`src/rtl/hdlcEvtPkg.sv`:
```
package hdlcEvtPkg;
  localparam int EW = 16;

  // vector indices (MSB-first numbering n maps to index 15-n)
  localparam int IX_GLR  = 12;
  localparam int IX_GLT  = 11;
  localparam int IX_IDL  = 8;
  localparam int IX_BRKE = 6;
  localparam int IX_BRKS = 5;
  localparam int IX_TXE  = 4;
  localparam int IX_RXF  = 3;
  localparam int IX_BSY  = 2;
  localparam int IX_TXB  = 1;
  localparam int IX_RXB  = 0;
  localparam int IX_STAT_IDLE = 8;

  localparam logic [EW-1:0] VALID_MASK =
    (16'h1 << IX_GLR) | (16'h1 << IX_GLT) | (16'h1 << IX_IDL) |
    (16'h1 << IX_BRKE) | (16'h1 << IX_BRKS) | (16'h1 << IX_TXE) |
    (16'h1 << IX_RXF) | (16'h1 << IX_BSY) | (16'h1 << IX_TXB) |
    (16'h1 << IX_RXB);

  // strobes from control to datapath
  typedef struct packed {
    logic rxGlitch;
    logic txGlitch;
    logic idleChg;
    logic brkEnd;
    logic brkStart;
    logic txErr;
    logic rxFrame;
    logic busy;
    logic txBuf;
    logic rxBuf;
  } evtSetT;

  function automatic logic [EW-1:0] setToVec(input evtSetT s);
    logic [EW-1:0] v;
    v = '0;
    v[IX_GLR]  = s.rxGlitch;
    v[IX_GLT]  = s.txGlitch;
    v[IX_IDL]  = s.idleChg;
    v[IX_BRKE] = s.brkEnd;
    v[IX_BRKS] = s.brkStart;
    v[IX_TXE]  = s.txErr;
    v[IX_RXF]  = s.rxFrame;
    v[IX_BSY]  = s.busy;
    v[IX_TXB]  = s.txBuf;
    v[IX_RXB]  = s.rxBuf;
    return v;
  endfunction
endpackage

```
`src/rtl/hdlcEvtCtrl.sv`:
```
module hdlcEvtCtrl
  import hdlcEvtPkg::*;
#(
  parameter int CNT_W = 8
) (
  input  logic             clk,
  input  logic             rstN,
  input  logic             brkCharStb,
  input  logic             idleBitStb,
  input  logic             lineIdle,
  input  logic             frameDoneStb,
  input  logic             stopMidStb,
  input  logic             frameDropStb,
  input  logic             rxBufDoneStb,
  input  logic             rxBufIntFlag,
  input  logic             rxBufLastFlag,
  input  logic             rxGlitchStb,
  input  logic             txGlitchStb,
  input  logic             txErrStb,
  input  logic             txBufStb,
  input  logic [CNT_W-1:0] frameThresh,
  output evtSetT           evtSet
);
  localparam int CW = CNT_W + 1;

  logic          brkActive;
  logic          idlePrev;
  logic [CW-1:0] frameCnt;
  logic          rxfArmed;

  logic [CW-1:0] threshEff;
  logic [CW-1:0] cntPlusOne;
  logic          threshHit;
  logic          brkStartNow;
  logic          brkEndNow;

  // break sequence tracking
  assign brkStartNow = brkCharStb && !brkActive;
  assign brkEndNow   = idleBitStb && brkActive;

  always_ff @(posedge clk or negedge rstN) begin
    if (!rstN) begin
      brkActive <= 1'b0;
    end else if (brkEndNow) begin
      brkActive <= 1'b0;
    end else if (brkCharStb) begin
      brkActive <= 1'b1;
    end
  end

  // idle level history
  always_ff @(posedge clk or negedge rstN) begin
    if (!rstN) idlePrev <= 1'b1;
    else       idlePrev <= lineIdle;
  end

  // frame threshold counter
  always_comb begin
    threshEff  = (frameThresh == '0) ? CW'(1) : CW'(frameThresh);
    cntPlusOne = frameCnt + CW'(1);
    threshHit  = frameDoneStb && (cntPlusOne >= threshEff);
  end

  always_ff @(posedge clk or negedge rstN) begin
    if (!rstN) begin
      frameCnt <= '0;
    end else if (frameDoneStb) begin
      frameCnt <= threshHit ? '0 : cntPlusOne;
    end
  end

  always_ff @(posedge clk or negedge rstN) begin
    if (!rstN) rxfArmed <= 1'b0;
    else       rxfArmed <= (rxfArmed && !stopMidStb) || threshHit;
  end

  // strobe bundle
  always_comb begin
    evtSet          = '0;
    evtSet.rxGlitch = rxGlitchStb;
    evtSet.txGlitch = txGlitchStb;
    evtSet.idleChg  = lineIdle != idlePrev;
    evtSet.brkEnd   = brkEndNow;
    evtSet.brkStart = brkStartNow;
    evtSet.txErr    = txErrStb;
    evtSet.rxFrame  = rxfArmed && stopMidStb;
    evtSet.busy     = frameDropStb;
    evtSet.txBuf    = txBufStb;
    evtSet.rxBuf    = rxBufDoneStb && rxBufIntFlag && !rxBufLastFlag;
  end
endmodule

```
`src/rtl/hdlcEvtRegs.sv`:
```
module hdlcEvtRegs
  import hdlcEvtPkg::*;
(
  input  logic          clk,
  input  logic          rstN,
  input  evtSetT        evtSet,
  input  logic          lineIdle,
  input  logic          wrEn,
  input  logic          wrSel,
  input  logic [EW-1:0] wrData,
  output logic [EW-1:0] evtReg,
  output logic [EW-1:0] maskReg,
  output logic [EW-1:0] statusReg,
  output logic          irq
);
  logic [EW-1:0] setVec;
  logic [EW-1:0] clrVec;
  logic          maskWr;

  assign setVec = setToVec(evtSet);
  assign clrVec = (wrEn && !wrSel) ? wrData : '0;
  assign maskWr = wrEn && wrSel;

  for (genvar i = 0; i < EW; i++) begin : g_bit
    if (VALID_MASK[i]) begin : g_live
      always_ff @(posedge clk or negedge rstN) begin
        if (!rstN) begin
          evtReg[i] <= 1'b0;
        end else if (setVec[i]) begin
          evtReg[i] <= 1'b1;
        end else if (clrVec[i]) begin
          evtReg[i] <= 1'b0;
        end
      end
      always_ff @(posedge clk or negedge rstN) begin
        if (!rstN)       maskReg[i] <= 1'b0;
        else if (maskWr) maskReg[i] <= wrData[i];
      end
    end else begin : g_rsvd
      assign evtReg[i]  = 1'b0;
      assign maskReg[i] = 1'b0;
    end
  end

  always_comb begin
    statusReg               = '0;
    statusReg[IX_STAT_IDLE] = lineIdle;
  end

  assign irq = |(evtReg & maskReg);
endmodule

```
`src/rtl/hdlcEvtTop.sv`:
```
module hdlcEvtTop
  import hdlcEvtPkg::*;
#(
  parameter int CNT_W = 8
) (
  input  logic             clk,
  input  logic             rstN,
  input  logic             brkCharStb,
  input  logic             idleBitStb,
  input  logic             lineIdle,
  input  logic             frameDoneStb,
  input  logic             stopMidStb,
  input  logic             frameDropStb,
  input  logic             rxBufDoneStb,
  input  logic             rxBufIntFlag,
  input  logic             rxBufLastFlag,
  input  logic             rxGlitchStb,
  input  logic             txGlitchStb,
  input  logic             txErrStb,
  input  logic             txBufStb,
  input  logic [CNT_W-1:0] frameThresh,
  input  logic             wrEn,
  input  logic             wrSel,
  input  logic [15:0]      wrData,
  output logic [15:0]      evtReg,
  output logic [15:0]      maskReg,
  output logic [15:0]      statusReg,
  output logic             irq
);
  evtSetT evtSet;

  hdlcEvtCtrl #(.CNT_W(CNT_W)) uCtrl (
    .clk          (clk),
    .rstN         (rstN),
    .brkCharStb   (brkCharStb),
    .idleBitStb   (idleBitStb),
    .lineIdle     (lineIdle),
    .frameDoneStb (frameDoneStb),
    .stopMidStb   (stopMidStb),
    .frameDropStb (frameDropStb),
    .rxBufDoneStb (rxBufDoneStb),
    .rxBufIntFlag (rxBufIntFlag),
    .rxBufLastFlag(rxBufLastFlag),
    .rxGlitchStb  (rxGlitchStb),
    .txGlitchStb  (txGlitchStb),
    .txErrStb     (txErrStb),
    .txBufStb     (txBufStb),
    .frameThresh  (frameThresh),
    .evtSet       (evtSet)
  );

  hdlcEvtRegs uRegs (
    .clk      (clk),
    .rstN     (rstN),
    .evtSet   (evtSet),
    .lineIdle (lineIdle),
    .wrEn     (wrEn),
    .wrSel    (wrSel),
    .wrData   (wrData),
    .evtReg   (evtReg),
    .maskReg  (maskReg),
    .statusReg(statusReg),
    .irq      (irq)
  );
endmodule

```
`config.mk`:
```
export PLATFORM = sky130hd
export DESIGN_NAME = hdlcEvtTop
export DESIGN_NICKNAME = d
export VERILOG_FILES = /design/src/rtl/hdlcEvtPkg.sv /design/src/rtl/hdlcEvtCtrl.sv /design/src/rtl/hdlcEvtRegs.sv /design/src/rtl/hdlcEvtTop.sv
export SDC_FILE = /design/constraint.sdc
export NUM_CORES = 1
export LEC_CHECK = 0
export ABC_CLOCK_PERIOD_IN_PS = 2720
export BUFFER_PORTS_ARGS = -buffer_cell sky130_fd_sc_hd__buf_2
export CORE_MARGIN = 4
export CORE_UTILIZATION = 45
export DETAILED_ROUTE_END_ITERATION = 8
export HOLD_SLACK_MARGIN = 0.03
export PLACE_DENSITY = 0.85
export SETUP_SLACK_MARGIN = 0.05
export SLEW_MARGIN = 20
export SYNTH_ARGS = -nofsm -noshare
export SYNTH_HDL_FRONTEND = slang
export SYNTH_SLANG_ARGS = --single-unit
```
`constraint.sdc`:
```
create_clock -name clk -period 2.72 [get_ports clk]
set_input_delay 0.136 -clock clk [delete_from_list [all_inputs] [get_ports clk]]
set_output_delay 0.136 -clock clk [all_outputs]
set_load 0.01 [all_outputs]
```
==> out/qor.tcl, run 1 <==
set qor(status) {complete, no violations}
set qor(max_cap_violations) 0
set qor(syn_area_per_cell_sq_um) 10.25
set qor(share_seq_of_total_power_pct) 40.1
set qor(ctsHtreeMaxLevel) 2
set qor(fin_nets) 294
set qor(rsz0062_at_grt) {no}
set qor(timing.final.crit_period_ns) 2.455
set qor(max_slew.worst_pin.slew_ns) 0.7536
set qor(regToRegStartpoint) {uCtrl.frameCnt[0]}
set qor(share_of_yosys_cell_area_claimed_by_the_top_area_cell_type_pct) 41.36
set qor(min_to) {uRegs.evtReg[4]}
set qor(min_delay_path_depth) 2
set qor(routed_wl_mm) 3.732
set qor(grt_use_total_pct) 14.24
set qor(report.power.total_uw) 1614
set qor(hold-worst-slack_ns) 0.04371
set qor(number_of_global_route_vias_before_repair) 1358
set qor(holdCritPathClass) {input pin to flop}
set qor(synth-main-ff-cell) {sky130_fd_sc_hd__dfrtp_1}
set qor(antenna-diode-count) 0
set qor(yosysTopAreaCell) {sky130_fd_sc_hd__dfrtp_1}
set qor(total_count_of_hold_check_failures_in_the_final_report) 0
set qor(pin_count_of_the_biggest_net_entering_global_routing) 33
set qor(num-fill-cells) 351
set qor(grt_antenna_before_repair) 0
set qor(max_freq_mhz) 407.3
set qor(logic_gate_share_of_total_power_pct) 29.9
set qor(worst-r2r-cell-count) 9
set qor(path_cells) {ha_1, nand3_2, nor2_1, xor2_1, ha_1, a41oi_1, o32a_4, a31oi_1, o22ai_1}
set qor(met1_usage_pct) 16.59
set qor(post-synth-top-count-cell) {sky130_fd_sc_hd__dfrtp_1}
set qor(overflow) 0
set qor(initial_utilization_pct) 46.55
set qor(finalWorstSetupSlack_ns) 0.2648
set qor(post_cts_buffers) 0
set qor(first_pass_iters) 4
set qor(place.port_buffers) 56
set qor(ant_nets) 0
set qor(finalSetupTns_ns) 0
set qor(finalWeightedCongestion) 0.7635
set qor(synth.top_cells.by_count) {sky130_fd_sc_hd__dfrtp_1 (31), sky130_fd_sc_hd__buf_4 (28), sky130_fd_sc_hd__nand2_1 (24), sky130_fd_sc_hd__inv_1 (14), sky130_fd_sc_hd__ha_1 (9)}
set qor(hold_path_origin) {txErrStb}
set qor(intPower_uw) 1113
set qor(p_leak_uw) 0.001141
set qor(die_height_um) 72.56
set qor(clock_tree.root_cell) {sky130_fd_sc_hd__clkbuf_8}
set qor(syn_to_final_growth_pct) 19.61
set qor(grt_util_met2_pct) 25.25
set qor(worst-path-max-fanout) 8
set qor(crit_path_end_kind) {flop}
set qor(drcViolationCount) 0
set qor(p_clk_share_pct) 30.0
set qor(coreArea_sq_mm) 0.004029
set qor(worst_path_largest_cell_delay_ns) 0.44
set qor(worst-path-stages) 9
set qor(synth_seq_area_share_pct) 42.76
set qor(gr-usage-met3_pct) 3.601
set qor(ctsResizeCount) 0
set qor(cp.required_ns) 2.88
set qor(fin_worst_skew_ns) 0.007832
set qor(floorplan.io_pins) 90
set qor(crit_path_frequent_cell) {sky130_fd_sc_hd__ha_1}
set qor(synth-seq-cells) 32
set qor(timing.critical_path.max_delay_family) {compound AO/OA/AOI/OAI gates}
set qor(final.period_utilization_pct) 90.27
set qor(final_layout_size_suffix_gt1_share_pct) 31.43
set qor(count_of_vias_placed_by_the_detailed_router) 1437
set qor(dp_worst_setup_slack_ns) 0.2935
set qor(post_synth_main_area_contributors) {sky130_fd_sc_hd__dfrtp_1 (41%), sky130_fd_sc_hd__buf_4 (11%), sky130_fd_sc_hd__ha_1 (6.0%)}
set qor(crit-reg2reg-capture) {uCtrl.frameCnt[2]}
set qor(grt-busiest-layer) {met2}
set qor(fp.dieArea_sq_mm) 0.005265
set qor(postLayoutCellArea_sq_mm) 0.002243
set qor(hpwlAfterDp_mm) 3.031
set qor(pwrdens_mw_per_mm2) 719.3
set qor(clock_slew_at_reported_path_ffs_ns) 0.07
set qor(crit_arrival_ns) 2.61
set qor(crit_slowest_cell) {sky130_fd_sc_hd__o32a_4}
set qor(starting_drt_drc_count) 45
set qor(worst_skew_pair.late_latency_ns) 0.27
set qor(clkSinkCount) 32
set qor(startpoint_type) {flop}
set qor(timing.critical_path.buf_inv) 0
set qor(power_switching_uw) 500.9
set qor(placed_area_sq_mm) 0.002097
set qor(syn_area_sq_mm) 0.001876
set qor(row_count) 23
set qor(maximum_root_to_sink_buffer_count) 2
set qor(async_reset_ff_share_pct) 100.0
set qor(avgViaCountPerCell) 4.871
set qor(reg2reg_setup_slack_ns) 0.26
set qor(tritoncts) {done}
set qor(netSwitchingFraction_pct) 31.05
set qor(routedWlPerCell_um) 12.65
set qor(maxSlewHeadroom_pct) 49.66
set qor(synth_warnings) 0
set qor(setup-violations-final) 0
set qor(cts-buffers-inserted) 5
set qor(criticalPathCategory) {flop to flop}
set qor(synth_edf_count) 0
set qor(yosys.cell_types.count) 43
set qor(number_of_pins_with_negative_max_slew_slack_in_the_final_report) 0
set qor(synth_cells) 183
set qor(peakVddDrop_mv) 0.4563
set qor(grt_first_pass_wirelength_mm) 5.865
set qor(die_width_um) 72.56
[worst max path at each step]
stage                 startpoint                end
2_1_floorplan  uCtrl.frameCnt[0]  uCtrl.frameCnt[2]
3_3_place_gp   uCtrl.frameCnt[0]  uCtrl.frameCnt[2]
3_5_place_dp   uCtrl.frameCnt[0]  uCtrl.frameCnt[2]
4_1_cts        uCtrl.frameCnt[0]  uCtrl.frameCnt[2]
5_1_grt        uCtrl.frameCnt[0]     uCtrl.rxfArmed
6_report       uCtrl.frameCnt[0]  uCtrl.frameCnt[2]
[per-layer routing]
layer,wire (um),vias to the layer above
li1,-,698
met1,1469,683
met2,1923,54
met3,331,2
met4,8,0
met5,0,-
[sequential cells by signal, indices dropped and copies added, names as in the netlist]
signal / cells
uRegs.evtReg: 10
uRegs.maskReg: 10
uCtrl.idlePrev: 1
uCtrl.frameCnt: 9
uCtrl.rxfArmed: 1
uCtrl.brkActive: 1
[cells in the final DEF (no fill, tap or decap), types with 3 or more instances in the layout]
master / instances
sky130_fd_sc_hd__xnor2_1: 3
sky130_fd_sc_hd__mux2_2: 4
sky130_fd_sc_hd__nand4_1: 4
sky130_fd_sc_hd__clkbuf_8: 7
sky130_fd_sc_hd__xor2_1: 3
sky130_fd_sc_hd__a31oi_1: 3
sky130_fd_sc_hd__a21o_1: 5
sky130_fd_sc_hd__a22oi_1: 3
sky130_fd_sc_hd__dfrtp_1: 31
sky130_fd_sc_hd__nand2_1: 24
sky130_fd_sc_hd__nor2_1: 4
sky130_fd_sc_hd__inv_1: 14
sky130_fd_sc_hd__o21ai_1: 3
sky130_fd_sc_hd__ha_1: 9
sky130_fd_sc_hd__a22o_1: 4
sky130_fd_sc_hd__nor2b_1: 3
sky130_fd_sc_hd__buf_2: 56
sky130_fd_sc_hd__mux2_1: 6
sky130_fd_sc_hd__conb_1: 27
[kinds of logic (layout without fill, tap and decap cells)]
group | count (synthesis) | in the layout | synth area share [%]
and+or+nand+nor | 46 | 46 | 12.68
buffers and inverters | 45 | 81 | 14.68
AOI/OAI and AO/OA | 32 | 32 | 13.48
DFF | 32 | 32 | 42.76
muxes | 11 | 11 | 6.537
adders and majority gates | 9 | 9 | 6.004
xor gates and xnor gates | 7 | 7 | 3.670
other | 1 | 27 | 0.1999
[per-stage QoR]
stage | std cells | utilization [%]
6_report | 295 | 55.68
5_1_grt | 295 | 55.68
4_1_cts | 295 | 55.68
3_5_place_dp | 285 | 52.05
3_3_place_gp | 285 | 52.05
2_1_floorplan | 209 | -
[repair_timing]
| action | in CTS | in global routing |
|---|---|---|
| endpoints found under the setup margin | 0 | 0 |
| hold buffers | 2 | 0 |
| endpoints found under the hold margin | 32 | 0 |
[cell type report]
type,count,area [sq um],area share [%]
flip-flops and latches,32,802.0,35.75
clock buffers,7,96.34,4.294
well taps,50,62.56,2.789
repair buffers,58,300.3,13.39
clock inverters,1,30.03,1.339
inverters,15,56.30,2.510
multi-input cells,132,895.9,39.93
[power by group through the flow]
stage / Clock, uW / Sequential (uW) / Combinational (uW)
3_3_place_gp: 0 / 650 / 463
3_5_place_dp: 0 / 655 / 486
6_report: 485 / 647 / 482
5_1_grt: 524 / 662 / 541
2_1_floorplan: 0 / 658 / 351
4_1_cts: 504 / 647 / 489
(Power assumes the default switching activity.)
==> inputs of run 2 (changes only) <==
ABC_CLOCK_PERIOD_IN_PS = 2300   (was 2720)
clock period = 2.3 ns   (was 2.72 ns; I/O delays follow)
==> run 2 against run 1 <==
Routed wire length grew 12%. Clock skew is 0.0013 ns lower. Critical path type unchanged. Critical path depth unchanged. Core utilization increased by 4.0 points.
==> out/qor.tcl, run 2 (synthesis gave the netlist of run 1 again) <==
set qor(report.power.total_uw) 1905
set qor(first_pass_iters) 4
set qor(ctsHtreeMaxLevel) 2
set qor(placed_area_sq_mm) 0.002150
set qor(max_slew.worst_pin.slew_ns) 0.7494
set qor(routedWlPerCell_um) 13.48
set qor(finish.cell_count_without_fillers) 310
set qor(peakVddDrop_mv) 0.4224
set qor(final_core_utilization_pct) 59.66
set qor(fin_worst_skew_ns) 0.006564
set qor(coreArea_sq_mm) 0.004029
set qor(fp.dieArea_sq_mm) 0.005265
set qor(timing.critical_path.max_delay_family) {simple AND/OR/NAND/NOR gates}
set qor(timing.final.crit_period_ns) 2.300
set qor(startpoint_type) {flop}
set qor(worst-r2r-cell-count) 9
set qor(final_common_cell) {sky130_fd_sc_hd__buf_2}
set qor(p_leak_uw) 0.001200
set qor(clkSinkCount) 32
set qor(final.period_utilization_pct) 99.99
set qor(clock_tree.root_cell) {sky130_fd_sc_hd__clkbuf_8}
set qor(overflow) 0
set qor(path_cells) {nand4_1, nor2_1, xnor2_1, ha_2, or4_4, a21oi_2, o32a_4, nand2_4, a22o_1}
set qor(setup-violations-final) 0
set qor(die_height_um) 72.56
set qor(crit_arrival_ns) 2.47
set qor(crit_path_end_kind) {flop}
set qor(holdCritPathClass) {input pin to flop}
set qor(hold-worst-slack_ns) 0.05036
set qor(crit_slowest_cell) {sky130_fd_sc_hd__or4_4}
set qor(avgViaCountPerCell) 4.800
set qor(maxSlewHeadroom_pct) 49.94
set qor(max_cap_violations) 0
set qor(count_of_vias_placed_by_the_detailed_router) 1488
set qor(fin_nets) 310
set qor(grt_first_pass_wirelength_mm) 6.279
set qor(row_count) 23
set qor(die_width_um) 72.56
set qor(grt_use_total_pct) 15.43
set qor(maximum_root_to_sink_buffer_count) 2
set qor(max_freq_mhz) 434.8
set qor(worst_path_largest_cell_delay_ns) 0.50
set qor(rsz0062_at_grt) {yes}
set qor(worst-path-max-fanout) 8
set qor(syn_to_final_growth_pct) 28.15
set qor(grt_antenna_before_repair) 0
set qor(floorplan.io_pins) 90
set qor(cts-buffers-inserted) 5
set qor(criticalPathCategory) {flop to flop}
set qor(instance_count_after_placement_with_tap_cells_included) 292
set qor(mostFrequentLayoutCells) {sky130_fd_sc_hd__buf_2 (56), sky130_fd_sc_hd__dfrtp_1 (31), sky130_fd_sc_hd__conb_1 (27), sky130_fd_sc_hd__nand2_1 (24), sky130_fd_sc_hd__inv_1 (14)}
set qor(pin_count_of_the_biggest_net_entering_global_routing) 33
set qor(timing.critical_path.buf_inv) 0
set qor(total_count_of_hold_check_failures_in_the_final_report) 0
set qor(starting_drt_drc_count) 35
set qor(initial_utilization_pct) 46.55
set qor(postLayoutCellArea_sq_mm) 0.002404
set qor(clock_slew_at_reported_path_ffs_ns) 0.06
set qor(number_of_pins_with_negative_max_slew_slack_in_the_final_report) 0
set qor(worst-path-stages) 9
set qor(hpwlAfterDp_mm) 3.094
set qor(antenna-diode-count) 0
set qor(ant_nets) 0
set qor(final_layout_size_suffix_gt1_share_pct) 35.38
set qor(drcViolationCount) 0
set qor(routed_wl_mm) 4.180
set qor(number_of_global_route_vias_before_repair) 1445
set qor(min_delay_path_depth) 3
set qor(pwrdens_mw_per_mm2) 792.4
set qor(finalWeightedCongestion) 0.7576
set qor(place.port_buffers) 56
set qor(tritoncts) {done}
set qor(cp.required_ns) 2.47
set qor(worst_skew_pair.late_latency_ns) 0.28
set qor(largestRegisters) {uRegs.evtReg (10), uRegs.maskReg (10), uCtrl.frameCnt (9)}
set qor(status) {complete, no violations}
-- run 2: cell types whose count changed in the layout (fill, tap and decap cells not counted), moves of 2 or more --
| cell | previous run | this run |
|---|---|---|
| sky130_fd_sc_hd__a31oi_1 | 3 | 1 |
| sky130_fd_sc_hd__a31oi_2 | 0 | 2 |
| sky130_fd_sc_hd__buf_4 | 0 | 9 |
| sky130_fd_sc_hd__dlygate4sd3_1 | 2 | 9 |
| sky130_fd_sc_hd__ha_1 | 9 | 7 |
| sky130_fd_sc_hd__ha_2 | 0 | 2 |
-- run 2: worst register-to-register path, delay by kind of cell (launching register included) --
kind | cells | cell delay, ns
DFF | 1 | 0.41
and+or+nand+nor | 4 | 0.89
xor gates and xnor gates | 1 | 0.12
AOI/OAI and AO/OA | 3 | 0.58
adders and majority gates | 1 | 0.20
-- run 2: layer usage --
layer | GRT usage, % | routed length, um | vias up | part of all wire, %
met2 | 26.95 | 2198 | 63 | 53
met4 | 6.557 | 67 | 0 | 1.6
met1 | 17.18 | 1558 | 693 | 37
li1 | - | - | 725 | -
met5 | 0 | 0 | - | 0
met3 | 4.848 | 356 | 7 | 8.5
-- run 2: layout make-up --
class                   instances  area, sq um
clock buffers                   7        96.34
fillers                       339         1625
inverters                      15        56.30
multi-input cells             132        948.4
flip-flops and latches         32        802.0
well taps                      50        62.56
repair buffers                 74        437.9
-- run 2: through the flow --
step / setup WS [ns] / setup TNS [ns]
finish: 0.0002045 / 0
detailed placement: -0.003165 / -0.003165
CTS: 0.02521 / 0
global placement: 0.06074 / 0
global route: -0.09094 / -0.4392
floorplan: 0.1065 / 0
-- run 2: timing repair --
action	4_1_cts	5_1_grt
endpoints found under the hold margin	37	2
gates cloned	0	0
gates resized for setup	2	9
pin swaps	5	4
setup buffers	1	1
hold buffers	7	2
setup endpoints to repair	5	9
-- run 2: power by group --
part           total, uW  switching (uW)  internal (uW)
sequential           751            84.2            667
clock                455             189            266
combinational        699             360            338
-- run 2: path summary, 6_finish.rpt --
kind,slack (ns),start,to
worst max-delay path,0.0002,uCtrl.frameCnt[1],uCtrl.rxfArmed
worst min-delay path,0.05,brkCharStb,uRegs.evtReg[5]
worst max register to register,0.0002,uCtrl.frameCnt[1],uCtrl.rxfArmed
worst min register to register,0.50,uRegs.evtReg[8],uRegs.evtReg[8]
max in group asynchronous,1.44,rstN,uRegs.maskReg[12]
min in group asynchronous,0.41,rstN,uRegs.evtReg[2]
==> inputs of run 3 (changes only) <==
CORE_MARGIN = 1   (was 4)
==> run 3 against run 2 <==
The flow now finishes with violations (negative setup slack). Via count grew 5.1%. Combinational power is 9.6% higher. Routed wire length fell by 3.8%. Sequential share of layout area decreased by 1.2 points. Critical endpoint unchanged. Largest cell class unchanged. Largest power group is now combinational logic. Highest routed layer unchanged.
==> out/qor.tcl, run 3 (synthesis gave the netlist of run 1 again) <==
set qor(final_common_cell) {sky130_fd_sc_hd__buf_2}
set qor(status) {finished with violations}
set qor(floorplan.io_pins) 90
set qor(max_cap_violations) 0
set qor(syn_to_final_growth_pct) 33.49
set qor(number_of_global_route_vias_before_repair) 1420
set qor(place.port_buffers) 56
set qor(finish.cell_count_without_fillers) 314
set qor(largestRegisters) {uRegs.evtReg (10), uRegs.maskReg (10), uCtrl.frameCnt (9)}
set qor(crit_path_end_kind) {flop}
set qor(clkSinkCount) 32
set qor(placed_area_sq_mm) 0.002142
set qor(final.period_utilization_pct) 101.0
set qor(initial_utilization_pct) 46.89
set qor(instance_count_after_placement_with_tap_cells_included) 291
set qor(fp.dieArea_sq_mm) 0.004430
set qor(final_layout_size_suffix_gt1_share_pct) 40.53
set qor(routedWlPerCell_um) 12.80
set qor(failing_checks) {negative setup slack}
set qor(criticalPathCategory) {flop to flop}
set qor(crit_arrival_ns) 2.49
set qor(avgViaCountPerCell) 4.981
set qor(setup-violations-final) 3
set qor(final-seq-area_sq_um) 804.5
set qor(pwrdens_mw_per_mm2) 820.7
set qor(startpoint_type) {flop}
set qor(maximum_root_to_sink_buffer_count) 2
set qor(postLayoutCellArea_sq_mm) 0.002504
set qor(overflow) 0
set qor(fin_nets) 313
set qor(die_height_um) 66.56
set qor(clock_slew_at_reported_path_ffs_ns) 0.07
set qor(mostFrequentLayoutCells) {sky130_fd_sc_hd__buf_2 (56), sky130_fd_sc_hd__dfrtp_1 (29), sky130_fd_sc_hd__conb_1 (27), sky130_fd_sc_hd__nand2_1 (24), sky130_fd_sc_hd__inv_1 (14)}
set qor(fin_worst_skew_ns) 0.007493
set qor(peakVddDrop_mv) 0.4743
set qor(tritoncts) {done}
set qor(total_count_of_hold_check_failures_in_the_final_report) 0
set qor(hpwlAfterDp_mm) 2.775
set qor(drcViolationCount) 0
set qor(ctsHtreeMaxLevel) 2
set qor(pin_count_of_the_biggest_net_entering_global_routing) 33
set qor(finalWeightedCongestion) 0.7210
set qor(cts-buffers-inserted) 5
set qor(antenna-diode-count) 0
set qor(ant_nets) 0
set qor(timing.final.crit_period_ns) 2.323
set qor(grt_first_pass_wirelength_mm) 5.954
set qor(coreArea_sq_mm) 0.004000
set qor(number_of_pins_with_negative_max_slew_slack_in_the_final_report) 0
set qor(grt_antenna_before_repair) 0
set qor(max_freq_mhz) 430.4
set qor(maxSlewHeadroom_pct) 46.76
set qor(row_count) 23
set qor(num-fill-cells) 340
set qor(p_leak_uw) 0.001238
set qor(starting_drt_drc_count) 102
set qor(holdCritPathClass) {input pin to flop}
set qor(worst-path-max-fanout) 8
set qor(grt_use_total_pct) 18.42
set qor(routed_wl_mm) 4.020
set qor(die_width_um) 66.56
set qor(rsz0062_at_grt) {yes}
set qor(worst_skew_pair.late_latency_ns) 0.29
set qor(max_slew.worst_pin.slew_ns) 0.7970
set qor(count_of_vias_placed_by_the_detailed_router) 1564
set qor(multiInputGateArea_sq_mm) 0.001011
set qor(first_pass_iters) 4
set qor(cp.required_ns) 2.47
set qor(clock_tree.root_cell) {sky130_fd_sc_hd__clkbuf_8}
set qor(finalWorstSetupSlack_ns) -0.02345
-- run 3: through the flow --
stage,total power (uW),hold WS (ns),setup WS [ns],utilization [%],setup TNS [ns]
2_1_floorplan,1193,-0.1806,0.1065,-,0
3_3_place_gp,1348,0.1971,-0.01038,53.55,-0.01038
3_5_place_dp,1374,0.1958,-0.05942,53.55,-0.1700
4_1_cts,1994,0.04084,0.01682,60.09,0
5_1_grt,2171,0.04429,-0.1221,62.59,-0.6782
6_report,2055,0.04654,-0.02345,62.59,-0.03156
-- run 3: report_power, final --
group	total, uW	switching (uW)	leakage, uW	internal [uW]
Combinational	766	381	0.000811	385
Clock	527	206	0.0000552	321
Sequential	762	92.8	0.000372	669
-- run 3: layout make-up --
cell class	instances	share of cell area (%)
Tap cell	50	2.499
Clock inverter	2	1.399
Sequential cell	32	32.13
Inverter	15	2.249
Clock buffer	6	2.899
Timing Repair Buffer	77	18.44
Multi-Input combinational cell	132	40.38
-- run 3: worst max-delay path, cell delays in order (launching register included) --
cell	delay, ns
sky130_fd_sc_hd__dfrtp_2	0.42
sky130_fd_sc_hd__nand4_1	0.17
sky130_fd_sc_hd__nor2_2	0.20
sky130_fd_sc_hd__xnor2_2	0.10
sky130_fd_sc_hd__ha_2	0.18
sky130_fd_sc_hd__or4_4	0.50
sky130_fd_sc_hd__a21oi_2	0.13
sky130_fd_sc_hd__o32a_4	0.24
sky130_fd_sc_hd__nand2_4	0.06
sky130_fd_sc_hd__a22o_1	0.19
-- run 3: repair_timing --
item / in CTS / in global routing
gates resized for setup: 8 / 16
gates cloned: 0 / 0
pin swaps: 6 / 7
hold endpoints to repair: 38 / 0
hold buffers: 8 / 0
buffers inserted: 4 / 3
endpoints found under the setup margin: 9 / 9
-- run 3: per-layer routing --
layer,global-route usage [%],part of all wire (%),vias to the layer above
met5,0,0,-
met4,7.447,0.92,0
met3,6.336,6.0,5
met2,33.21,53,59
met1,19.27,40,763
li1,-,-,737
-- run 3: path summary, 6_finish.rpt --
path	from	end	slack, ns	cells past startpoint
max in group asynchronous	rstN	uCtrl.frameCnt[0]	1.36	2
min in group asynchronous	rstN	uCtrl.frameCnt[6]	0.44	2
setup reg to reg	uCtrl.frameCnt[1]	uCtrl.rxfArmed	-0.02	9
setup / recovery	uCtrl.frameCnt[1]	uCtrl.rxfArmed	-0.02	9
hold reg to reg	uCtrl.brkActive	uRegs.evtReg[6]	0.50	1
hold / removal	idleBitStb	uCtrl.brkActive	0.05	2
